===== src/rtl/hbs_pkg.sv =====
package hbs_pkg;
  typedef enum logic [2:0] {
    OP_SHA_AY = 3'd0,
    OP_SHA_IY = 3'd1,
    OP_SHX_AY = 3'd2,
    OP_SHY_AX = 3'd3,
    OP_SHS_AY = 3'd4
  } hbs_op_e;

  typedef enum logic [2:0] {
    ST_IDLE  = 3'd0,
    ST_OPLO  = 3'd1,
    ST_OPHI  = 3'd2,
    ST_PTRLO = 3'd3,
    ST_PTRHI = 3'd4,
    ST_DUMMY = 3'd5,
    ST_WRITE = 3'd6
  } hbs_st_e;

  function automatic logic op_known(input logic [2:0] code);
    return code <= 3'd4;
  endfunction
endpackage


===== src/rtl/hbs_idx_add.sv =====
module hbs_idx_add #(
  parameter int DW = 8
) (
  input  logic [DW-1:0] base_i,
  input  logic [DW-1:0] idx_i,
  output logic [DW-1:0] sum_o,
  output logic          carry_o
);
  logic [DW:0] full;
  assign full    = {1'b0, base_i} + {1'b0, idx_i};
  assign sum_o   = full[DW-1:0];
  assign carry_o = full[DW];
endmodule


===== src/rtl/hbs_hterm.sv =====
module hbs_hterm #(
  parameter int DW = 8
) (
  input  hbs_pkg::hbs_op_e op_i,
  input  logic [DW-1:0]    a_i,
  input  logic [DW-1:0]    x_i,
  input  logic [DW-1:0]    y_i,
  input  logic [DW-1:0]    hi_i,
  input  logic             carry_i,
  input  logic [DW-1:0]    h_i,
  input  logic             rdy_i,
  output logic [DW-1:0]    h_nxt_o,
  output logic [DW-1:0]    hi_eff_o,
  output logic [DW-1:0]    wdata_o
);
  import hbs_pkg::*;

  logic [DW-1:0] src;
  logic [DW-1:0] hi_inc;

  always_comb begin
    unique case (op_i)
      OP_SHX_AY: src = x_i;
      OP_SHY_AX: src = y_i;
      default:   src = a_i & x_i;
    endcase
  end

  assign hi_inc   = hi_i + {{(DW-1){1'b0}}, 1'b1};
  // a stalled dummy read saturates H so the mask drops out
  assign h_nxt_o  = rdy_i ? (h_i | hi_inc) : {DW{1'b1}};
  assign hi_eff_o = carry_i ? (hi_inc & src) : hi_i;
  assign wdata_o  = src & h_nxt_o;
endmodule


===== src/rtl/hbs_store_unit.sv =====
module hbs_store_unit #(
  parameter int          DW     = 8,
  parameter logic [7:0]  SP_RST = 8'hFD,
  localparam int         AW     = 2 * DW
) (
  input  logic          clk_i,
  input  logic          rst_ni,
  input  logic          start_i,
  input  logic [2:0]    op_i,
  input  logic [AW-1:0] pc_i,
  input  logic [DW-1:0] a_i,
  input  logic [DW-1:0] x_i,
  input  logic [DW-1:0] y_i,
  input  logic          rdy_i,
  input  logic [DW-1:0] rd_data_i,
  output logic [AW-1:0] addr_o,
  output logic          we_o,
  output logic [DW-1:0] wdata_o,
  output logic [DW-1:0] sp_o
);
  import hbs_pkg::*;

  hbs_st_e       st_q;
  hbs_op_e       op_q;
  logic [DW-1:0] a_q, x_q, y_q;
  logic [AW-1:0] pc_q;
  logic [DW-1:0] lo_q, hi_q, h_q;
  logic          carry_q;
  logic [AW-1:0] addr_q;
  logic          we_q;
  logic [DW-1:0] wdata_q, sp_q;

  logic [DW-1:0] idx, sum_lo, h_nxt, hi_eff, wdata_c;
  logic          carry_c;

  assign idx = (op_q == OP_SHY_AX) ? x_q : y_q;

  hbs_idx_add #(.DW(DW)) u_add (
    .base_i  (lo_q),
    .idx_i   (idx),
    .sum_o   (sum_lo),
    .carry_o (carry_c)
  );

  hbs_hterm #(.DW(DW)) u_hterm (
    .op_i     (op_q),
    .a_i      (a_q),
    .x_i      (x_q),
    .y_i      (y_q),
    .hi_i     (hi_q),
    .carry_i  (carry_q),
    .h_i      (h_q),
    .rdy_i    (rdy_i),
    .h_nxt_o  (h_nxt),
    .hi_eff_o (hi_eff),
    .wdata_o  (wdata_c)
  );

  always_ff @(posedge clk_i or negedge rst_ni) begin
    if (!rst_ni) begin
      st_q    <= ST_IDLE;
      op_q    <= OP_SHA_AY;
      a_q     <= '0;
      x_q     <= '0;
      y_q     <= '0;
      pc_q    <= '0;
      lo_q    <= '0;
      hi_q    <= '0;
      h_q     <= '0;
      carry_q <= 1'b0;
      addr_q  <= '0;
      we_q    <= 1'b0;
      wdata_q <= '0;
      sp_q    <= SP_RST[DW-1:0];
    end else begin
      we_q <= 1'b0;
      unique case (st_q)
        ST_IDLE: begin
          addr_q <= pc_i;
          if (start_i && op_known(op_i)) begin
            op_q <= hbs_op_e'(op_i);
            a_q  <= a_i;
            x_q  <= x_i;
            y_q  <= y_i;
            pc_q <= pc_i;
            st_q <= ST_OPLO;
          end
        end
        ST_OPLO: if (rdy_i) begin
          lo_q <= rd_data_i;
          if (op_q == OP_SHA_IY) begin
            addr_q <= {{DW{1'b0}}, rd_data_i};
            st_q   <= ST_PTRLO;
          end else begin
            addr_q <= pc_q + {{(AW-1){1'b0}}, 1'b1};
            st_q   <= ST_OPHI;
          end
        end
        ST_PTRLO: if (rdy_i) begin
          // pointer high byte wraps inside page zero
          addr_q <= {{DW{1'b0}}, lo_q + {{(DW-1){1'b0}}, 1'b1}};
          lo_q   <= rd_data_i;
          st_q   <= ST_PTRHI;
        end
        ST_OPHI, ST_PTRHI: if (rdy_i) begin
          hi_q    <= rd_data_i;
          lo_q    <= sum_lo;
          carry_q <= carry_c;
          h_q     <= '0;
          addr_q  <= {rd_data_i, sum_lo};
          st_q    <= ST_DUMMY;
        end
        ST_DUMMY: begin
          h_q <= h_nxt;
          if (rdy_i) begin
            addr_q  <= {hi_eff, lo_q};
            we_q    <= 1'b1;
            wdata_q <= wdata_c;
            if (op_q == OP_SHS_AY) sp_q <= a_q & x_q;
            st_q    <= ST_WRITE;
          end
        end
        ST_WRITE: begin
          addr_q <= pc_i;
          st_q   <= ST_IDLE;
        end
        default: st_q <= ST_IDLE;
      endcase
    end
  end

  assign addr_o  = addr_q;
  assign we_o    = we_q;
  assign wdata_o = wdata_q;
  assign sp_o    = sp_q;
endmodule


===== config.mk =====
export PLATFORM = sky130hd
export DESIGN_NAME = hbs_store_unit
export DESIGN_NICKNAME = d
export VERILOG_FILES = /design/src/rtl/hbs_pkg.sv /design/src/rtl/hbs_idx_add.sv /design/src/rtl/hbs_hterm.sv /design/src/rtl/hbs_store_unit.sv
export SDC_FILE = /design/constraint.sdc
export NUM_CORES = 1
export LEC_CHECK = 0
export BUFFER_PORTS_ARGS = -buffer_cell sky130_fd_sc_hd__buf_2
export CAP_MARGIN = 20
export CORE_MARGIN = 3
export CORE_UTILIZATION = 50
export CTS_CLUSTER_SIZE = 40
export DETAILED_ROUTE_END_ITERATION = 8
export PLACE_DENSITY_LB_ADDON = 0.08
export REMOVE_ABC_BUFFERS = 1
export SETUP_SLACK_MARGIN = 0.2
export SYNTH_ARGS = -nofsm -noshare
export SYNTH_HDL_FRONTEND = slang
export SYNTH_SLANG_ARGS = --single-unit

===== constraint.sdc =====
create_clock -name clk_i -period 5.31 [get_ports clk_i]
set_clock_uncertainty 0.05 [all_clocks]
set_input_delay 0.531 -clock clk_i [delete_from_list [all_inputs] [get_ports clk_i]]
set_output_delay 0.531 -clock clk_i [all_outputs]
set_load 0.02 [all_outputs]

After elaboration in Yosys (flattened, before gate mapping)
Cells that the tools add are included.

Register bits after elaboration: 104.

Equal/unequal tests: 16. Reductions and logical operators: 16. Bitwise logic cells: 4. $add $sub $neg: 4. Mux-type cells: 24. Order comparisons: 1.

Operators by type and width (count): $mux W16 (5); $pmux W16 S5 (1); $mux W8 (6); $pmux W8 S2 (3); $and A8 B8 Y8 (3); $add A16 B1 Y16 const B (1); $add A8 B1 Y8 const B (2); $mux W3 (5); $pmux W3 S5 (1); $eq A3 B2 Y1 const B (4); $eq A3 B3 Y1 const B (4); $ne A2 B2 Y1 const B (5); $reduce_and A5 Y1 (2); $add A8 B8 Y9 (1); $or A8 B8 Y8 (1); $reduce_and A2 Y1 (4); $eq A3 B1 Y1 const B (2); $reduce_and A3 Y1 (2); $reduce_or A2 Y1 (3); $reduce_bool A5 Y1 (1); $reduce_bool A2 Y1 (2); $le A3 B3 Y1 const B (1); $logic_not A3 Y1 (1); $mux W1 (3); other kinds (2) (2).

Depth between registers and ports, before layout
Gate-level depths: netlist of the first run.

Depth in word-level cells: 6. Mapped depth: 12. Gate-level depth less buffers: 11.

Cells and area by module
Synthesis of the first run repeated with hierarchy kept, for this count alone.

Cells, all modules: 607. Area, all modules: 6117.1 µm².

Modules (own cells, without submodules): hbs_store_unit (area each 5212.5 µm², cells each 472, sequential area each 2611.3 µm², times used 1); hbs_hterm (area each 580.6 µm², cells each 93, sequential area each 0.0 µm², times used 1); hbs_idx_add (area each 324.1 µm², cells each 42, sequential area each 0.0 µm², times used 1).

Least setup slack after synthesis of the first run
No wires, ideal clock.

Kind: register -> register. Start: register op_q[2]. End: register addr_q[7], in the netlist addr_o[7]. Data arrival time: 2.691 ns. Cell stages (with the launch flop): 11. Setup slack: 2.443 ns. Buffers on the path: 1. Setup time: 0.126 ns. Path through: dfrtp_1 > and2b_1 > buf_2 > nand2_1 > mux2_2 > ha_1 > or2_2 > o221a_2 > o22ai_1 > mux2i_1 > o32a_1.

Longest elaborated chain between the ends: 5. Elaborated cells between the ends (all ways): 8. Those cells by class: 1 x add/sub; 2 x eq/ne; 5 x mux.

Ends and longest elaborated chain: start: declaration (line hbs_store_unit.sv:24) `hbs_op_e op_q;`; start signal: assignment (line hbs_store_unit.sv:81) `op_q <= hbs_op_e'(op_i);`; $eq A3 B2 Y1 (line hbs_store_unit.sv:36) `assign idx = (op_q == OP_SHY_AX) ? x_q : y_q;`; $mux W8 (line hbs_store_unit.sv:36); $add A8 B8 Y9 (line hbs_idx_add.sv:10) `assign full = {1'b0, base_i} + {1'b0, idx_i};`; $mux W16 (line hbs_store_unit.sv:105) `ST_OPHI, ST_PTRHI: if (rdy_i) begin`; $pmux W16 S5 * (line hbs_store_unit.sv:77) `unique case (st_q)`; end signal: assignment (line hbs_store_unit.sv:79) `addr_q <= pc_i;`; end signal: assignment (line hbs_store_unit.sv:110) `addr_q <= {rd_data_i, sum_lo};`; end signal: assignment (line hbs_store_unit.sv:116) `addr_q <= {hi_eff, lo_q};`; end: declaration (line hbs_store_unit.sv:29) `logic [AW-1:0] addr_q;`.

Mark *: on every way between the ends. The rest lies on a longest branch, timed or not. The select of a mux whose other input is x is not followed. A chain may end at the register's enable or synchronous reset.

Worst setup path in the final report of the first run
Ends and elaborated chain as after synthesis.

==> summary.txt, run 1 <==
Global route
  • Global-route wire length before repair: approximately 27000 um
  • Initial antenna violation count: 0
  • GRT Resource Usage Total: 0.260
  • Via count of the first global-routing pass: 5115
  • Maximum number of pins on one net before global-route repair: 62
  • Overflow left after global routing: 0

Route
  • Initial DRT Pass Iterations: 5
  • Drt wl/cell: roughly 19 um
  • Via total after detailed routing: 5245
  • Vias per Instance: 5.98
  • Post-route DRC violation count: 0
  • Total detailed-routing wirelength: ~17000 um
  • Antenna-violating nets left: 0
  • Number of violations reported at the end of detailed-routing iteration 0: between 400 and 500

Worst setup path
  • CP Buf/Inv Count: 0
  • Kind of cell adding the most delay to the critical path: simple AND/OR/NAND/NOR gates
  • Type of element capturing the critical path: flip-flop
  • CP max stage cell: sky130_fd_sc_hd__and2b_1
  • Start-to-end type of the worst setup path: reg -> reg
  • Type of origin of the critical path: flip-flop
  • Largest fanout on the critical path: 13
  • Cell breakdown of the critical path: and2b_1 > nand2_1 > mux2_2 > ha_1 > or2_2 > o221a_2 > o22ai_1 > mux2i_1 > o32a_1
  • Endpoint required time on the critical path: ~5500 ps
  • Max incr delay on CP: 490 ps
  • Endpoint arrival time on the critical path: ~3500 ps

Clock network
  • Maximum count of clock buffers along a single path: 2
  • Clock slew seen by the registers of the worst setup and hold paths: 70 ps
  • Clock tree from TritonCTS: yes
  • Count of hold buffers inserted by post-cts repair: 0
  • Clock buffers created by TritonCTS: 9
  • Root Buffer: sky130_fd_sc_hd__clkbuf_16
  • Number of buffers added for setup after CTS: 0
  • Clock latency at the later pin of the worst-skew pair: approximately 350 ps
  • H-tree levels: 3
  • Post-CTS sizing: 0
  • Total number of clock tree sinks: 104

STA
  • Worst slew margin relative to its limit: 0.442
  • Post-route worst setup slack: 2020 ps
  • Period utilization: 0.620
  • Final-report hold violation count: 0
  • Fin. max-slew vios: 0
  • Worst Max-Slew Pin Slew: between 800 and 900 ps
  • Min Clock Period, post-route: 3290 ps
  • Unrepaired setup endpoints after global routing: no
  • Final TNS setup: 0 ps
  • Finish-stage setup viols: 0
  • Fmax: around 300 MHz

Yosys
  • Async set-reset flop share out of synthesis: 1.00
  • Count of different cell masters after synthesis: 66
  • Dominant combinational cell family by area after synthesis: compound AO/OA/AOI/OAI gates
  • Ys flop type: sky130_fd_sc_hd__dfrtp_1
  • Number of instances in the synthesized netlist: around 640
  • Warning count from the yosys run: 0
  • Area of the mapped netlist: 0.00617 mm2
  • Mean cell area of the mapped netlist: ~9.7 um2
  • Share of synthesized cell area in full adder, half adder and majority cells: 0.0255
  • Area fraction in and, or, nand and nor cells after synthesis: 0.157
  • Register area share after synthesis: 0.423
  • Proportion of synthesized area in mux cells: 0.143
  • Number of enable-type register cells in the synthesized netlist: 0
  • Synth Area in Compound Gates: 0.179
  • Xor and xnor area share after synthesis: 0.0369
  • Number of storage elements in the synthesis netlist: between 100 and 150

Layout
  • Reg area: between 0.002 and 0.003 mm2
  • Filler instances: between 1000 and 1500
  • Layout-stage area growth over the synthesis result: 13.1%
  • Layout cells sized above 1: 0.266
  • Multi-input logic area: ~0.0033 mm2
  • Number of nets at the end of the flow: 775
  • Inserted Diodes: 0

Floorplan
  • DIE WIDTH: 117 um
  • I/O pin cnt: between 80 and 90
  • Core footprint: approximately 0.012 mm2
  • Vertical die dimension: around 120 um
  • Number of rows in the core area: 39
  • Starting utilization of the core area: 0.525
  • Overall die area: around 0.014 mm2

Outcome
  • Status: finished, final reports clean

Pwr
  • Static leakage power: approximately 3.0 nW
  • Overall power of the completed layout: slightly below 5 mW
  • Peak supply drop: about 0.39 mV
  • Power per standard cell area: ~690 mW/mm2

Hold path
  • Min-Delay Path Class: in -> async

Flow run
  • Max-capacitance violation count: 0

Place
  • Final RePlAce weighted congestion: between 0.9 and 1
  • Pre-CTS WS: a little over 2000 ps
  • Port bufs: between 80 and 90
  • DPL Wire Length: between 10000 and 15000 um
## worst paths after layout
path                                        start                endpoint  slack [ps]  cells after the start
min in group clk_i                         a_i[7]      a_q[7]$_DFFE_PN0P_         360                      2
max reg2reg                   op_q[2]$_DFFE_PN0P_   addr_o[7]$_DFFE_PN0P_        2020                      9
min reg2reg                wdata_o[7]$_DFFE_PN0P_  wdata_o[7]$_DFFE_PN0P_         430                      2
max                           op_q[2]$_DFFE_PN0P_   addr_o[7]$_DFFE_PN0P_        2020                      9
max in group asynchronous                  rst_ni      x_q[0]$_DFFE_PN0P_        3900                      2
min                                        rst_ni  wdata_o[6]$_DFFE_PN0P_         120                      1
## routing by layer
metal / wire length [um] / track usage / share of wire
met3: 865 / 0.0509 / 0.051
met5: 0 / 0 / 0
met2: 7990 / 0.407 / 0.47
met1: 7850 / 0.370 / 0.46
met4: 363 / 0.0719 / 0.021
## area by class of cell
class | count | area share
Sequential cell | 104 | 0.374
Clock buffer | 16 | 0.0403
Timing Repair Buffer | 93 | 0.0710
Tap cell | 164 | 0.0294
Multi-Input combinational cell | 488 | 0.479
Inverter | 12 | 0.00645
## cell usage after synthesis (all sizes together) (15+ instances only)
master | instances | area share
buf | 24 | 0.023
dfrtp | 97 | 0.39
a21oi | 31 | 0.025
nand3 | 29 | 0.024
o21ai | 48 | 0.040
nand2 | 73 | 0.044
mux2i | 15 | 0.024
mux2 | 65 | 0.12
nor2 | 45 | 0.029
xor2 | 16 | 0.023
## cell families (layout without fill, tap and decap cells)
kind of cell	Yosys count	count (layout)
buffers and inverters	46	121
multiplexers	80	80
AO/OA/AOI/OAI	167	167
adder cells (fa/ha/maj)	12	12
flip-flops	104	104
XOR/XNOR	26	26
AND/OR/NAND/NOR	203	203
## placed cells by master, fill, tap and decap left out, types with 7 or more instances in the layout
master                      Yosys  layout
sky130_fd_sc_hd__xor2_1        16      16
sky130_fd_sc_hd__dfrtp_1       97      97
sky130_fd_sc_hd__nand3_1       29      28
sky130_fd_sc_hd__mux2_2        65      65
sky130_fd_sc_hd__nor2_1        43      43
sky130_fd_sc_hd__clkbuf_16      0       9
sky130_fd_sc_hd__xnor2_1       10      10
sky130_fd_sc_hd__nor3_1         7       7
sky130_fd_sc_hd__mux2i_1       15      15
sky130_fd_sc_hd__nand2_1       73      73
sky130_fd_sc_hd__o211ai_1       7       7
sky130_fd_sc_hd__nand4_1        8       8
sky130_fd_sc_hd__o22ai_1       11      11
sky130_fd_sc_hd__ha_1          11      11
sky130_fd_sc_hd__a21oi_1       31      31
sky130_fd_sc_hd__a31oi_1        7       7
sky130_fd_sc_hd__o21ai_0       44      44
sky130_fd_sc_hd__a211oi_1       7       7
sky130_fd_sc_hd__buf_2         18      86
sky130_fd_sc_hd__nand2b_1       8       8
sky130_fd_sc_hd__inv_1         10      10
sky130_fd_sc_hd__o21a_1        11      11
sky130_fd_sc_hd__dfstp_2        7       7
## state kept, by name, summed over array words and instances (netlist names)
signal / flops
addr_o: 16
pc_q: 16
a_q: 8
h_q: 8
hi_q: 8
lo_q: 8
sp_o: 8
wdata_o: 8
x_q: 8
y_q: 8
op_q: 3
st_q: 3
carry_q: 1
we_o: 1
## metrics by stage
step,cells,util,hold slack (ps),area [um2]
after floorplan,604,-,185,5990
after global placement,859,0.567,405,6670
after detailed placement,860,0.569,405,6690
after CTS,876,0.593,139,6970
after global routing,877,0.594,156,6980
final,877,0.594,116,6980
## power by group
part           internal, mW  switching (mW)  total [mW]  leakage (nW)
logic                  1.13            1.44        2.58          1.61
clock network         0.358           0.284       0.642         0.137
registers              1.19           0.430        1.62          1.24
## worst reg2reg max path: cells and delay by family, from the launching register on
kind	cells	cell delay [ps]
AOI/OAI and AO/OA	3	820
adders and majority gates	1	230
DFF	1	420
muxes	2	520
and+or+nand+nor	3	1150
No activity file was read; power rests on OpenSTA's default activity.
==> inputs of run 2 (changes only) <==
Clock period 5.31 ns to 3.3 ns, I/O delays scaled along.
==> summary.txt, run 2 (synthesis results as in run 1) <==
Outcome
  • Status: finished, final reports clean

Layout
  • Top library cells by usage in the layout, fill and taps aside: 97 x sky130_fd_sc_hd__dfrtp_1, 86 x sky130_fd_sc_hd__buf_2, 72 x sky130_fd_sc_hd__nand2_1
  • Number of nets at the end of the flow: 786 (+1.4%)
  • Layout-stage area growth over the synthesis result: 15.5%
  • Post-Layout Inst Area: 0.00713 mm2 (+2.2%)
  • Leading cell type in the layout, fill and taps excluded: sky130_fd_sc_hd__dfrtp_1
  • Layout cells sized above 1: 0.280 (+0.0139)
  • Inserted Diodes: 0 (unchanged)

Place
  • Final RePlAce weighted congestion: 0.913 (-1.4%)
  • Port bufs: 87 (unchanged)
  • Pre-CTS WS: 390 ps (-1660 ps)
  • Area post-placement: 0.00677 mm2 (+1.1%)
  • DPL Wire Length: 12900 um (+1.7%)

Route
  • Total detailed-routing wirelength: 17500 um (+2.3%)
  • Post-route DRC violation count: 0 (unchanged)
  • Number of violations reported at the end of detailed-routing iteration 0: 489 (+14%)
  • Initial DRT Pass Iterations: 5 (unchanged)
  • Via total after detailed routing: 5332 (+1.7%)
  • Drt wl/cell: 19.7 um (+1.1%)
  • Vias per Instance: 6.00 (+0.40%)
  • Antenna-violating nets left: 0 (unchanged)

Floorplan
  • Core footprint: 0.0118 mm2 (unchanged)
  • Starting utilization of the core area: 0.525 (unchanged)
  • I/O pin cnt: 88 (unchanged)
  • DIE WIDTH: 117 um (unchanged)
  • Overall die area: 0.0137 mm2 (unchanged)
  • Vertical die dimension: 117 um (unchanged)
  • Number of rows in the core area: 39 (unchanged)

Global route
  • Via count of the first global-routing pass: 5118 (+0.059%)
  • Overflow left after global routing: 0 (unchanged)
  • Maximum number of pins on one net before global-route repair: 82 (+32%)
  • Initial antenna violation count: 0 (unchanged)
  • Global-route wire length before repair: 27800 um (+2.2%)
  • GRT Resource Usage Total: 0.268 (+0.00867)

Clock network
  • H-tree levels: 3 (unchanged)
  • Number of buffers added for setup after CTS: 0 (unchanged)
  • Total number of clock tree sinks: 104 (unchanged)
  • Clock slew seen by the registers of the worst setup and hold paths: 70 ps (about the same)
  • Clock buffers created by TritonCTS: 9 (unchanged)
  • Root Buffer: sky130_fd_sc_hd__clkbuf_16
  • Clock latency at the later pin of the worst-skew pair: 360 ps (about the same)
  • Clock tree from TritonCTS: yes
  • Maximum count of clock buffers along a single path: 2 (unchanged)

Pwr
  • Peak supply drop: 0.604 mV (+57%)
  • Static leakage power: 3.07 nW (+2.8%)
  • Overall power of the completed layout: 8.02 mW (+66%)
  • Power per standard cell area: 1120 mW/mm2 (+62%)

Worst setup path
  • Largest fanout on the critical path: 8 (-5)
  • Type of element capturing the critical path: flip-flop
  • Start-to-end type of the worst setup path: reg -> reg
  • Type of origin of the critical path: flip-flop
  • Endpoint arrival time on the critical path: 3010 ps (-470 ps)
  • Endpoint required time on the critical path: 3450 ps (-2050 ps)

STA
  • Period utilization: 0.868 (+0.248)
  • Worst Max-Slew Pin Slew: 853 ps (+15.8 ps)
  • Min Clock Period, post-route: 2860 ps (-429 ps)
  • Final-report hold violation count: 0 (unchanged)
  • Fin. max-slew vios: 0 (unchanged)
  • Final TNS setup: 0 ps (unchanged)
  • Unrepaired setup endpoints after global routing: no
  • Fmax: 349 MHz (+15%)
  • Post-route worst setup slack: 437 ps (-1580 ps)
  • Finish-stage setup viols: 0 (unchanged)
  • Worst slew margin relative to its limit: 0.431 (-0.0106)

Flow run
  • Max-capacitance violation count: 0 (unchanged)

Hold path
  • Min-Delay Path Class: in -> reg
==> run 2: area by class of cell <==
type                    instances  area, um2
clock buffers                  13        260
flip-flops and latches        104       2610
multi-input cells             488       3350
clock inverters                 3       65.1
repair buffers                104        601
fillers                      1070       4630
well taps                     164        205
inverters                      12       45.0
==> run 2: critical path: stages, from the launching register on <==
cell and delay, ps:
sky130_fd_sc_hd__dfrtp_1 430, sky130_fd_sc_hd__and2b_1 250, sky130_fd_sc_hd__nand2_2 150, sky130_fd_sc_hd__mux2_2 260, sky130_fd_sc_hd__ha_1 180, sky130_fd_sc_hd__inv_1 70
sky130_fd_sc_hd__fa_1 400, sky130_fd_sc_hd__nor2b_1 180, sky130_fd_sc_hd__o31a_1 180, sky130_fd_sc_hd__o22a_1 190, sky130_fd_sc_hd__mux2i_1 250, sky130_fd_sc_hd__a31oi_1 130
==> run 2: worst paths after layout <==
path | from | endpoint | slack, ps | cells past startpoint
max | op_q[2]$_DFFE_PN0P_ | lo_q[6]$_DFFE_PN0P_ | 440 | 11
min | a_i[2] | a_q[2]$_DFFE_PN0P_ | 150 | 2
max reg2reg | op_q[2]$_DFFE_PN0P_ | lo_q[6]$_DFFE_PN0P_ | 440 | 11
min reg2reg | sp_o[0]$_DFFE_PN1P_ | sp_o[0]$_DFFE_PN1P_ | 410 | 2
max in group asynchronous | rst_ni | hi_q[5]$_DFFE_PN0P_ | 2090 | 4
min in group asynchronous | rst_ni | wdata_o[5]$_DFFE_PN0P_ | 300 | 2
==> run 2: routing by layer <==
metal	GRT usage	vias up	routed length, um
li1	-	2511	-
met1	0.370	2597	7730
met2	0.430	192	8240
met3	0.0581	32	1090
met4	0.0749	0	399
met5	0	-	0
==> run 2: report_power, final <==
| part | internal (mW) | switching (mW) |
|---|---|---|
| Clock | 0.706 | 0.478 |
| Combinational | 1.87 | 2.36 |
| Sequential | 1.92 | 0.676 |
| Total | 4.50 | 3.52 |
==> run 2: through the flow <==
step,std cells,utilization,hold slack (ps)
after floorplan,604,-,-15.6
after global placement,870,0.575,401
after detailed placement,870,0.575,405
after CTS,886,0.603,139
after global routing,888,0.607,147
final,888,0.607,150
==> run 2: repair_timing <==
item / CTS / global route
endpoints found under the setup margin: 0 / 1
gates resized for setup: 0 / 1
hold endpoints to repair: 0 / 8
hold buffers: 0 / 1
